--- config.mk ---
export PLATFORM = sky130hd
export DESIGN_NAME = rs_return_stack
export DESIGN_NICKNAME = d
export VERILOG_FILES = /design/src/rtl/rs_pkg.sv /design/src/rtl/rs_lifo.sv /design/src/rtl/rs_shadow.sv /design/src/rtl/rs_addr_calc.sv /design/src/rtl/rs_return_stack.sv
export SDC_FILE = /design/constraint.sdc
export NUM_CORES = 1
export LEC_CHECK = 0
export BUFFER_PORTS_ARGS = -buffer_cell sky130_fd_sc_hd__buf_4
export CORE_MARGIN = 2
export CORE_UTILIZATION = 52
export CTS_CLUSTER_SIZE = 28
export DETAILED_ROUTE_END_ITERATION = 6
export MAX_ROUTING_LAYER = met4
export PLACE_DENSITY = 0.69
export SYNTH_ARGS = -nofsm -noshare
export SYNTH_HDL_FRONTEND = slang
export SYNTH_SLANG_ARGS = --single-unit
--- constraint.sdc ---
create_clock -name clk -period 5.4 [get_ports clk]
set_clock_uncertainty 0.15 [all_clocks]
set_input_delay 1.08 -clock clk [delete_from_list [all_inputs] [get_ports clk]]
set_output_delay 1.08 -clock clk [all_outputs]
set_load 0.1 [all_outputs]
--- src/rtl/rs_pkg.sv ---
package rs_pkg;
  typedef enum logic [2:0] {
    OP_NONE   = 3'd0,
    OP_CALL   = 3'd1,
    OP_RCALL  = 3'd2,
    OP_RET    = 3'd3,
    OP_RETLW  = 3'd4,
    OP_RETFIE = 3'd5,
    OP_PUSH   = 3'd6,
    OP_POP    = 3'd7
  } rs_op_e;
endpackage

--- src/rtl/rs_lifo.sv ---
module rs_lifo #(
  parameter int DEPTH = 31,
  parameter int AW    = 21
) (
  input  logic          clk,
  input  logic          rst_n,
  input  logic          push_i,
  input  logic          pop_i,
  input  logic [AW-1:0] din_i,
  output logic [AW-1:0] top_o,
  output logic          ovf_pulse_o,
  output logic          unf_pulse_o
);
  localparam int SPW = $clog2(DEPTH + 1);
  localparam int IW  = (DEPTH > 1) ? $clog2(DEPTH) : 1;

  logic [SPW-1:0] sp_q;
  logic           full, empty, do_push, do_pop;
  logic [AW-1:0]  ent [DEPTH];

  assign full    = (sp_q == SPW'(DEPTH));
  assign empty   = (sp_q == '0);
  assign do_push = push_i && !full;
  assign do_pop  = pop_i && !empty;
  assign ovf_pulse_o = push_i && full;
  assign unf_pulse_o = pop_i && empty;

  // one register per level, written only when the pointer sits on it
  for (genvar g = 0; g < DEPTH; g++) begin : g_lvl
    logic [AW-1:0] q;
    always_ff @(posedge clk or negedge rst_n) begin
      if (!rst_n)                             q <= '0;
      else if (do_push && sp_q == SPW'(g))    q <= din_i;
    end
    assign ent[g] = q;
  end

  always_ff @(posedge clk or negedge rst_n) begin
    if (!rst_n)       sp_q <= '0;
    else if (do_push) sp_q <= sp_q + SPW'(1);
    else if (do_pop)  sp_q <= sp_q - SPW'(1);
  end

  logic [IW-1:0] top_idx;
  assign top_idx = IW'(sp_q - SPW'(1));
  assign top_o   = empty ? '0 : ent[top_idx];
endmodule

--- src/rtl/rs_shadow.sv ---
module rs_shadow #(
  parameter int DW = 8,
  parameter int SW = 5,
  parameter int BW = 4
) (
  input  logic          clk,
  input  logic          rst_n,
  input  logic          cap_i,
  input  logic [DW-1:0] w_i,
  input  logic [SW-1:0] st_i,
  input  logic [BW-1:0] bsr_i,
  output logic [DW-1:0] w_o,
  output logic [SW-1:0] st_o,
  output logic [BW-1:0] bsr_o
);
  always_ff @(posedge clk or negedge rst_n) begin
    if (!rst_n) begin
      w_o   <= '0;
      st_o  <= '0;
      bsr_o <= '0;
    end else if (cap_i) begin
      w_o   <= w_i;
      st_o  <= st_i;
      bsr_o <= bsr_i;
    end
  end
endmodule

--- src/rtl/rs_addr_calc.sv ---
module rs_addr_calc
  import rs_pkg::*;
#(
  parameter int AW = 21,
  parameter int OW = 11
) (
  input  rs_op_e        op_i,
  input  logic          int_i,
  input  logic [AW-1:0] pc_i,
  input  logic [AW-1:0] tgt_i,
  input  logic [OW-1:0] off_i,
  input  logic [AW-1:0] top_i,
  output logic [AW-1:0] push_val_o,
  output logic [AW-1:0] jump_val_o
);
  localparam int PADW = AW - OW - 1;

  logic [AW-1:0] seq_pc, byte_off;
  assign seq_pc   = pc_i + AW'(2);
  assign byte_off = {{PADW{off_i[OW-1]}}, off_i, 1'b0};

  always_comb begin
    if (int_i)                push_val_o = pc_i;
    else if (op_i == OP_CALL) push_val_o = pc_i + AW'(4);
    else                      push_val_o = seq_pc;
  end

  always_comb begin
    unique case (op_i)
      OP_CALL:  jump_val_o = tgt_i;
      OP_RCALL: jump_val_o = seq_pc + byte_off;
      default:  jump_val_o = top_i;
    endcase
  end
endmodule

--- src/rtl/rs_return_stack.sv ---
module rs_return_stack
  import rs_pkg::*;
#(
  parameter int DEPTH = 31,
  parameter int AW    = 21,
  parameter int OW    = 11,
  parameter int DW    = 8,
  parameter int SW    = 5,
  parameter int BW    = 4
) (
  input  logic          clk,
  input  logic          rst_n,
  input  logic [2:0]    op_i,
  input  logic [AW-1:0] pc_i,
  input  logic [AW-1:0] tgt_i,
  input  logic [OW-1:0] off_i,
  input  logic          s_i,
  input  logic [DW-1:0] lit_i,
  input  logic          prio_i,
  input  logic          int_entry_i,
  input  logic [DW-1:0] w_i,
  input  logic [SW-1:0] st_i,
  input  logic [BW-1:0] bsr_i,
  output logic          pc_load_o,
  output logic [AW-1:0] pc_next_o,
  output logic          bubble_o,
  output logic          rest_o,
  output logic [DW-1:0] w_sh_o,
  output logic [SW-1:0] st_sh_o,
  output logic [BW-1:0] bsr_sh_o,
  output logic          wlit_load_o,
  output logic [DW-1:0] wlit_o,
  output logic          gieh_set_o,
  output logic          giel_set_o,
  output logic          ovf_o,
  output logic          unf_o
);
  rs_op_e        opv;
  logic          intr, is_ret, is_jump, push, pop, cap;
  logic          ovf_p, unf_p;
  logic [AW-1:0] top, push_val, jump_val;

  // the bubble cycle after a relative call swallows everything
  always_comb begin
    intr = !bubble_o && int_entry_i;
    opv  = (!bubble_o && !int_entry_i) ? rs_op_e'(op_i) : OP_NONE;
  end

  assign is_ret  = (opv == OP_RET) || (opv == OP_RETLW) || (opv == OP_RETFIE);
  assign is_jump = is_ret || (opv == OP_CALL) || (opv == OP_RCALL);
  assign push    = intr || (opv == OP_CALL) || (opv == OP_RCALL) || (opv == OP_PUSH);
  assign pop     = is_ret || (opv == OP_POP);
  assign cap     = intr || ((opv == OP_CALL) && s_i);

  rs_lifo #(.DEPTH(DEPTH), .AW(AW)) u_lifo (
    .clk        (clk),
    .rst_n      (rst_n),
    .push_i     (push),
    .pop_i      (pop),
    .din_i      (push_val),
    .top_o      (top),
    .ovf_pulse_o(ovf_p),
    .unf_pulse_o(unf_p)
  );

  rs_addr_calc #(.AW(AW), .OW(OW)) u_addr (
    .op_i      (opv),
    .int_i     (intr),
    .pc_i      (pc_i),
    .tgt_i     (tgt_i),
    .off_i     (off_i),
    .top_i     (top),
    .push_val_o(push_val),
    .jump_val_o(jump_val)
  );

  rs_shadow #(.DW(DW), .SW(SW), .BW(BW)) u_shadow (
    .clk  (clk),
    .rst_n(rst_n),
    .cap_i(cap),
    .w_i  (w_i),
    .st_i (st_i),
    .bsr_i(bsr_i),
    .w_o  (w_sh_o),
    .st_o (st_sh_o),
    .bsr_o(bsr_sh_o)
  );

  always_ff @(posedge clk or negedge rst_n) begin
    if (!rst_n) begin
      pc_load_o   <= 1'b0;
      pc_next_o   <= '0;
      bubble_o    <= 1'b0;
      rest_o      <= 1'b0;
      wlit_load_o <= 1'b0;
      wlit_o      <= '0;
      gieh_set_o  <= 1'b0;
      giel_set_o  <= 1'b0;
      ovf_o       <= 1'b0;
      unf_o       <= 1'b0;
    end else begin
      pc_load_o   <= is_jump;
      if (is_jump) pc_next_o <= jump_val;
      bubble_o    <= (opv == OP_RCALL);
      rest_o      <= ((opv == OP_RET) || (opv == OP_RETFIE)) && s_i;
      wlit_load_o <= (opv == OP_RETLW);
      if (opv == OP_RETLW) wlit_o <= lit_i;
      gieh_set_o  <= (opv == OP_RETFIE) && prio_i;
      giel_set_o  <= (opv == OP_RETFIE) && !prio_i;
      ovf_o       <= ovf_o || ovf_p;
      unf_o       <= unf_o || unf_p;
    end
  end
endmodule

Yosys cells after proc, flatten, opt, wreduce, memory -nomap -nowiden --
Cells that the tools add are included. W data, S select, Z words.
Word-level totals: flip-flop bits (word level) 710, output and inout port bits 54, input bits 86, logic and storage cells 160
Cells by class: equal/unequal tests 38, multiplexer cells 10, order comparisons 1, reduce and logical (&&, ||, !) cells 60, bitwise operators 1, $add $sub $neg 5
Operators by type and width (count):
- $bmux W21 S5 | 1
- $mux W21 | 5
- $eq A5 B5 Y1 const B | 16
- $pmux W21 S2 | 1
- $logic_and A1 B1 Y1 | 41
- $eq A5 B4 Y1 const B | 8
- $add A21 B2 Y21 const B | 1
- $add A21 B21 Y21 | 1
- $add A21 B3 Y21 const B | 1
- $eq A5 B3 Y1 const B | 4
- $eq A3 B3 Y1 const B | 4
- $logic_or A1 B1 Y1 | 12
- $eq A5 B2 Y1 const B | 2
- $mux W5 | 2
- $eq A3 B2 Y1 const B | 2
- $ge A6 B6 Y1 const B | 1
- $not A5 Y6 | 1
- $add A5 B1 Y5 const B | 1
- $eq A5 B1 Y1 const B | 1
- $logic_not A1 Y1 | 5
- $logic_not A5 Y1 | 1
- $sub A5 B1 Y5 const B | 1
- $eq A3 B1 Y1 const B | 1
- $mux W3 | 1
- $reduce_bool A2 Y1 | 1

Depth between registers and ports, before layout --
depth in word-level cells 10, gate-level depth with buffers 19, mapped depth without buffers 14

By module --
From an unflattened synthesis, not the netlist that was laid out.
Unflattened totals: cells, all modules 2403, area total of the unflattened synthesis 34291.6 um^2
Modules (own cells, without submodules):
- rs_lifo | seq. area each 16415.7 um^2, area an instance 30261.5 um^2, cells each 1999, instances 1
- rs_addr_calc | seq. area each 0.0 um^2, area an instance 1889.3 um^2, cells each 273, instances 1
- rs_return_stack | seq. area each 925.9 um^2, area an instance 1455.1 um^2, cells each 95, instances 1
- rs_shadow | seq. area each 425.4 um^2, area an instance 685.7 um^2, cells each 36, instances 1

Worst setup path after synthesis --
OpenSTA, ideal clock, no wires.
kind input port to flip-flop, from input port pc_i[4], to register pc_next_o[20], required time 5.172 ns, path buffers 2, arrival 3.947 ns, slack 1.225 ns, library setup time 0.078 ns, stages 15, cells stage by stage clkbuf_1 and4_1 nand2_1 nor2b_1 nand3_1 xnor2_1 ha_1 clkbuf_1 a21oi_1 o21ai_1 a221o_1 a21o_1 a2111o_1 o21a_1 a21oi_1
On the way: cells in the longest elaborated chain, start to end 3
RTL lines:
- from (decl) | RTL line rs_return_stack.sv:14 | input logic [AW-1:0] pc_i,
- $add A21 B2 Y21 | RTL line rs_addr_calc.sv:19 | assign seq_pc = pc_i + AW'(2);
- $add A21 B21 Y21 | RTL line rs_addr_calc.sv:31 | OP_RCALL: jump_val_o = seq_pc + byte_off;
- $pmux W21 S2 | RTL line rs_addr_calc.sv:29 | unique case (op_i)
- to (signal assigned) | RTL line rs_return_stack.sv:103 | if (is_jump) pc_next_o <= jump_val;
- to (decl) | RTL line rs_return_stack.sv:25 | output logic [AW-1:0] pc_next_o,
Every way passes these cells. A chain may end at the register's enable or synchronous reset.

Worst setup path in the final report --
from register u_lifo.sp_q[1], to register pc_next_o[20]
On the way: cells in the longest elaborated chain, start to end 7, elaborated cells between the ends (all ways) 8, those cells by class 1 x add/sub; 5 x mux; 1 x bitwise; 1 x reduce/logical
RTL lines:
- from (decl) | RTL line rs_lifo.sv:17 | logic [SPW-1:0] sp_q;
- from (signal assigned) | RTL line rs_lifo.sv:40 | else if (do_push) sp_q <= sp_q + SPW'(1);
- from (signal assigned) | RTL line rs_lifo.sv:41 | else if (do_pop) sp_q <= sp_q - SPW'(1);
- $sub A5 B1 Y5 | RTL line rs_lifo.sv:45 | assign top_idx = IW'(sp_q - SPW'(1));
- $not A5 Y6 (implied by the code) | RTL line rs_lifo.sv:46 | assign top_o = empty ? '0 : ent[top_idx];
- $bmux W21 S5 | RTL line rs_lifo.sv:46
- $mux W21 (implied by the code) (2 in a row) | RTL line rs_lifo.sv:46
- $mux W21 (*) | RTL line rs_lifo.sv:46
- $pmux W21 S2 (*) | RTL line rs_addr_calc.sv:29
Every way passes the cells marked *; elsewhere a longest branch is shown, timed or not. The select of a mux whose other input is x is not followed.

==> key figures <==
Clock tree
  – Clk root buf: clkbuf_16
  – CTS Hold Buffers Added: 0
  – Longest Clk Path Bufs: 3
  – Maximum level of the CTS H-tree: 3
  – Count of buffers added by post-CTS timing repair for setup: 0
  – Clock Pin Slew Worst Setup and Hold Paths: 0.07 ns
  – Clock latency reported for the late side of the worst-skew pair: 0.63 ns
  – CTS tree: built
  – Sink Count: 710
  – Cts bufs inserted: 73
  – # resized after CTS: 0

Layout
  – Nets: 3,372
  – Area growth from synthesis to layout: 12.9%
  – Area of the multi-input gates: 14,300 sq um
  – Layout cells sized above 1: 0.178
  – Fillers: 5,246
  – Register area: 17,800 sq um

Setup path
  – Data arrival, critical path: 4.72 ns
  – CP required: 5.70 ns
  – Worst-path fanout max: 24
  – Worst setup path category: reg2reg
  – CP max-delay cell: a2111oi_0
  – CP endpoint kind: register
  – Sum of buffers and inverters on the critical path: 2
  – Type of origin of the critical path: register
  – Max incr delay on CP: 0.89 ns
  – Gate family responsible for the most delay along the worst path: compound AO/OA/AOI/OAI gates
  – Crit-path cells: inv_1 -> ha_1 -> xor2_4 -> buf_4 -> mux4_2 -> o21ai_0 -> o22ai_1 -> a2111oi_0 -> a21oi_1

STA
  – Slew headroom: 0.222
  – Final-report setup violation count: 0
  – Tightest hold margin: 0.308 ns
  – Unrepaired setup endpoints after global routing: false
  – Post-Route Setup TNS: 0 ns
  – Number of pins exceeding their max-slew limit in the final report: 0
  – Highest achievable clock rate: 226 MHz
  – Slew at the pin closest to its max-slew limit: 1.16 ns
  – Period utilisation layout: 0.819
  – Clock period minus final worst setup slack: 4.42 ns
  – Number of failing hold endpoints at the final stage: 0

Route
  – Total detailed-routing wirelength: 96.8 mm
  – First-pass detailed-route iteration total: 6
  – Via/cell ratio: 6.10
  – Number of remaining DRC errors: 0
  – Routed length per placed instance: 23.3 um
  – Count of nets left with antenna violations after detail routing: 0
  – Violation count after the first detailed-routing iteration: 2,623
  – Vias: 25,367

Die
  – Overall die height: 257 um
  – Die width: 257 um
  – Std-Cell Core Area: 63,100 sq um
  – Count of standard-cell rows: 92
  – IO Count: 140
  – Effective utilization at floorplan: 0.526
  – Die Footprint: 65,800 sq um

Power and ir drop
  – Worst VDD drop: 0.590 mV
  – Pleak: 0.0166 uW
  – Pwr/cell area: 674 nW/um^2

Logic synthesis
  – Share of synthesized flip-flops with an asynchronous set or reset: 1.00
  – Dominant synthesized flop cell: dfrtp_1
  – Number of flops mapped to enable cells by yosys: 0
  – FF+latch count, synth: 710
  – Number of unique standard cell types used by synthesis: 75
  – Post-synth net total: 3,359
  – Cell area after synthesis: 33,200 sq um
  – Mean instance size in the synthesized netlist: 10.2 sq um
  – Number of synthesis warnings: 0
  – Syn Inst Count: 3,242
  – Sequential area share after synthesis: 0.536

Min path
  – Class of the most critical hold timing path: reg2reg

Placed design
  – Number of I/O port buffers: 139
  – Placed wire-length estimate: 62.2 mm
  – Final weighted congestion of routability-driven global placement: 0.915

Run
  – Max-capacitance violation count: 0

Global routing
  – Gr ovfl total: 0
  – Initial antenna violation count: 3
  – Wire length of the first global-routing pass: 151 mm
  – Via count of the first global-routing pass: 25,420
  – Pin count of the biggest net entering global routing: 125
  – Total track usage: 0.307

Outcome
  – Status: finished, final reports clean
==> synthesized netlist by cell type, types with 32 or more instances <==
library cell | count | share of area
o21ai_0 | 411 | 0.062
mux4_2 | 137 | 0.093
clkbuf_1 | 168 | 0.019
nor2_1 | 234 | 0.026
mux2i_1 | 32 | 0.0097
a21oi_1 | 223 | 0.034
nand2_1 | 659 | 0.075
o21ai_1 | 90 | 0.014
a31oi_1 | 33 | 0.0062
buf_2 | 101 | 0.015
mux2_2 | 50 | 0.017
dfrtp_1 | 710 | 0.54
==> registers in the layout, indices dropped and copies added, names as in the netlist, 4 cells and up <==
register,count
u_shadow.bsr_o,4
wlit_o,8
pc_next_o,21
u_shadow.w_o,8
u_lifo.g_lvl.q,651
u_lifo.sp_q,5
u_shadow.st_o,5
==> through the flow <==
step	cells	instance area, sq um	total power (uW)	setup WS (ns)	utilization
6_report	4157	37500	25200	0.978	0.594
5_1_grt	4157	37500	26700	0.849	0.594
4_1_cts	4154	37500	25200	1.02	0.594
3_5_place_dp	4026	35100	20200	0.794	0.556
3_3_place_gp	4026	35100	19800	0.810	0.556
2_1_floorplan	3242	33200	16500	1.23	-
==> worst register-to-register path, stage by stage (launching register included) <==
cell,delay (ns)
dfrtp_1,0.50
inv_1,0.19
ha_1,0.51
xor2_4,0.83
buf_4,0.40
mux4_2,0.35
o21ai_0,0.18
o22ai_1,0.14
a2111oi_0,0.89
a21oi_1,0.13
==> final timing paths <==
| kind | from | slack [ns] | to | cells after the start |
|---|---|---|---|---|
| worst max-delay path | u_lifo.sp_q[1] | 0.98 | pc_next_o[20] | 9 |
| worst min-delay path | unf_o | 0.31 | unf_o | 1 |
| worst max register to register | u_lifo.sp_q[1] | 0.98 | pc_next_o[20] | 9 |
| worst min register to register | unf_o | 0.31 | unf_o | 1 |
| max in group asynchronous | rst_n | 3.43 | u_lifo.sp_q[0] | 2 |
| min in group asynchronous | rst_n | 0.38 | u_lifo.g_lvl[18].q[7] | 1 |
==> per-layer routing <==
metal / track usage / part of all wire
met5: - / 0
met4: 0.122 / 0.040
met3: 0.0497 / 0.070
met2: 0.479 / 0.48
met1: 0.406 / 0.41
==> layout make-up <==
class	count	area share
Antenna cell	3	0.000200
Clock buffer	113	0.0590
Clock inverter	15	0.00411
Inverter	17	0.00184
Multi-Input combinational cell	2221	0.382
Sequential cell	710	0.474
Tap cell	846	0.0283
Timing Repair Buffer	232	0.0504
==> report_power, final <==
group | internal, uW | leakage, uW | switching, uW | total, uW
clock | 2870 | 0.00116 | 2100 | 4980
combinational | 4370 | 0.00653 | 6880 | 11200
sequential | 7700 | 0.00891 | 1320 | 9030
total | 14900 | 0.0166 | 10300 | 25200
==> kinds of logic (layout without fill, tap and decap cells) <==
family,count (synthesis),count (layout),synth area share
xor gates and xnor gates,60,60,0.0164
AOI/OAI and AO/OA,860,860,0.141
DFF,710,710,0.536
other,0,3,0
and+or+nand+nor,1051,1051,0.133
buffers and inverters,311,377,0.0417
muxes,219,219,0.120
adders and majority gates,31,31,0.0119
==> cell usage in the layout (no fill, tap or decap), types with 7 or more instances in the layout <==
| cell | Yosys | layout |
|---|---|---|
| a211oi_1 | 8 | 8 |
| a21o_1 | 8 | 8 |
| a21oi_1 | 223 | 222 |
| a221oi_1 | 14 | 14 |
| a31oi_1 | 33 | 32 |
| and3_1 | 20 | 19 |
| buf_12 | 0 | 11 |
| buf_4 | 18 | 220 |
| clkbuf_1 | 168 | 18 |
| clkbuf_16 | 0 | 74 |
| clkbuf_8 | 0 | 21 |
| clkinv_2 | 0 | 8 |
| dfrtp_1 | 710 | 709 |
| ha_1 | 30 | 29 |
| inv_1 | 14 | 14 |
| mux2_2 | 50 | 50 |
| mux2i_1 | 32 | 32 |
| mux4_2 | 137 | 137 |
| nand2_1 | 659 | 659 |
| nand3_1 | 26 | 26 |
| nand3_2 | 9 | 9 |
| nand4_1 | 21 | 21 |
| nor2_1 | 234 | 233 |
| nor2b_1 | 13 | 13 |
| nor3_1 | 18 | 18 |
| o21ai_0 | 411 | 411 |
| o21ai_1 | 90 | 90 |
| o22ai_1 | 15 | 15 |
| xnor2_1 | 28 | 20 |
| xnor2_2 | 0 | 7 |
| xor2_1 | 31 | 18 |
| xor2_2 | 0 | 7 |
Power figures use the tool's default switching activity.
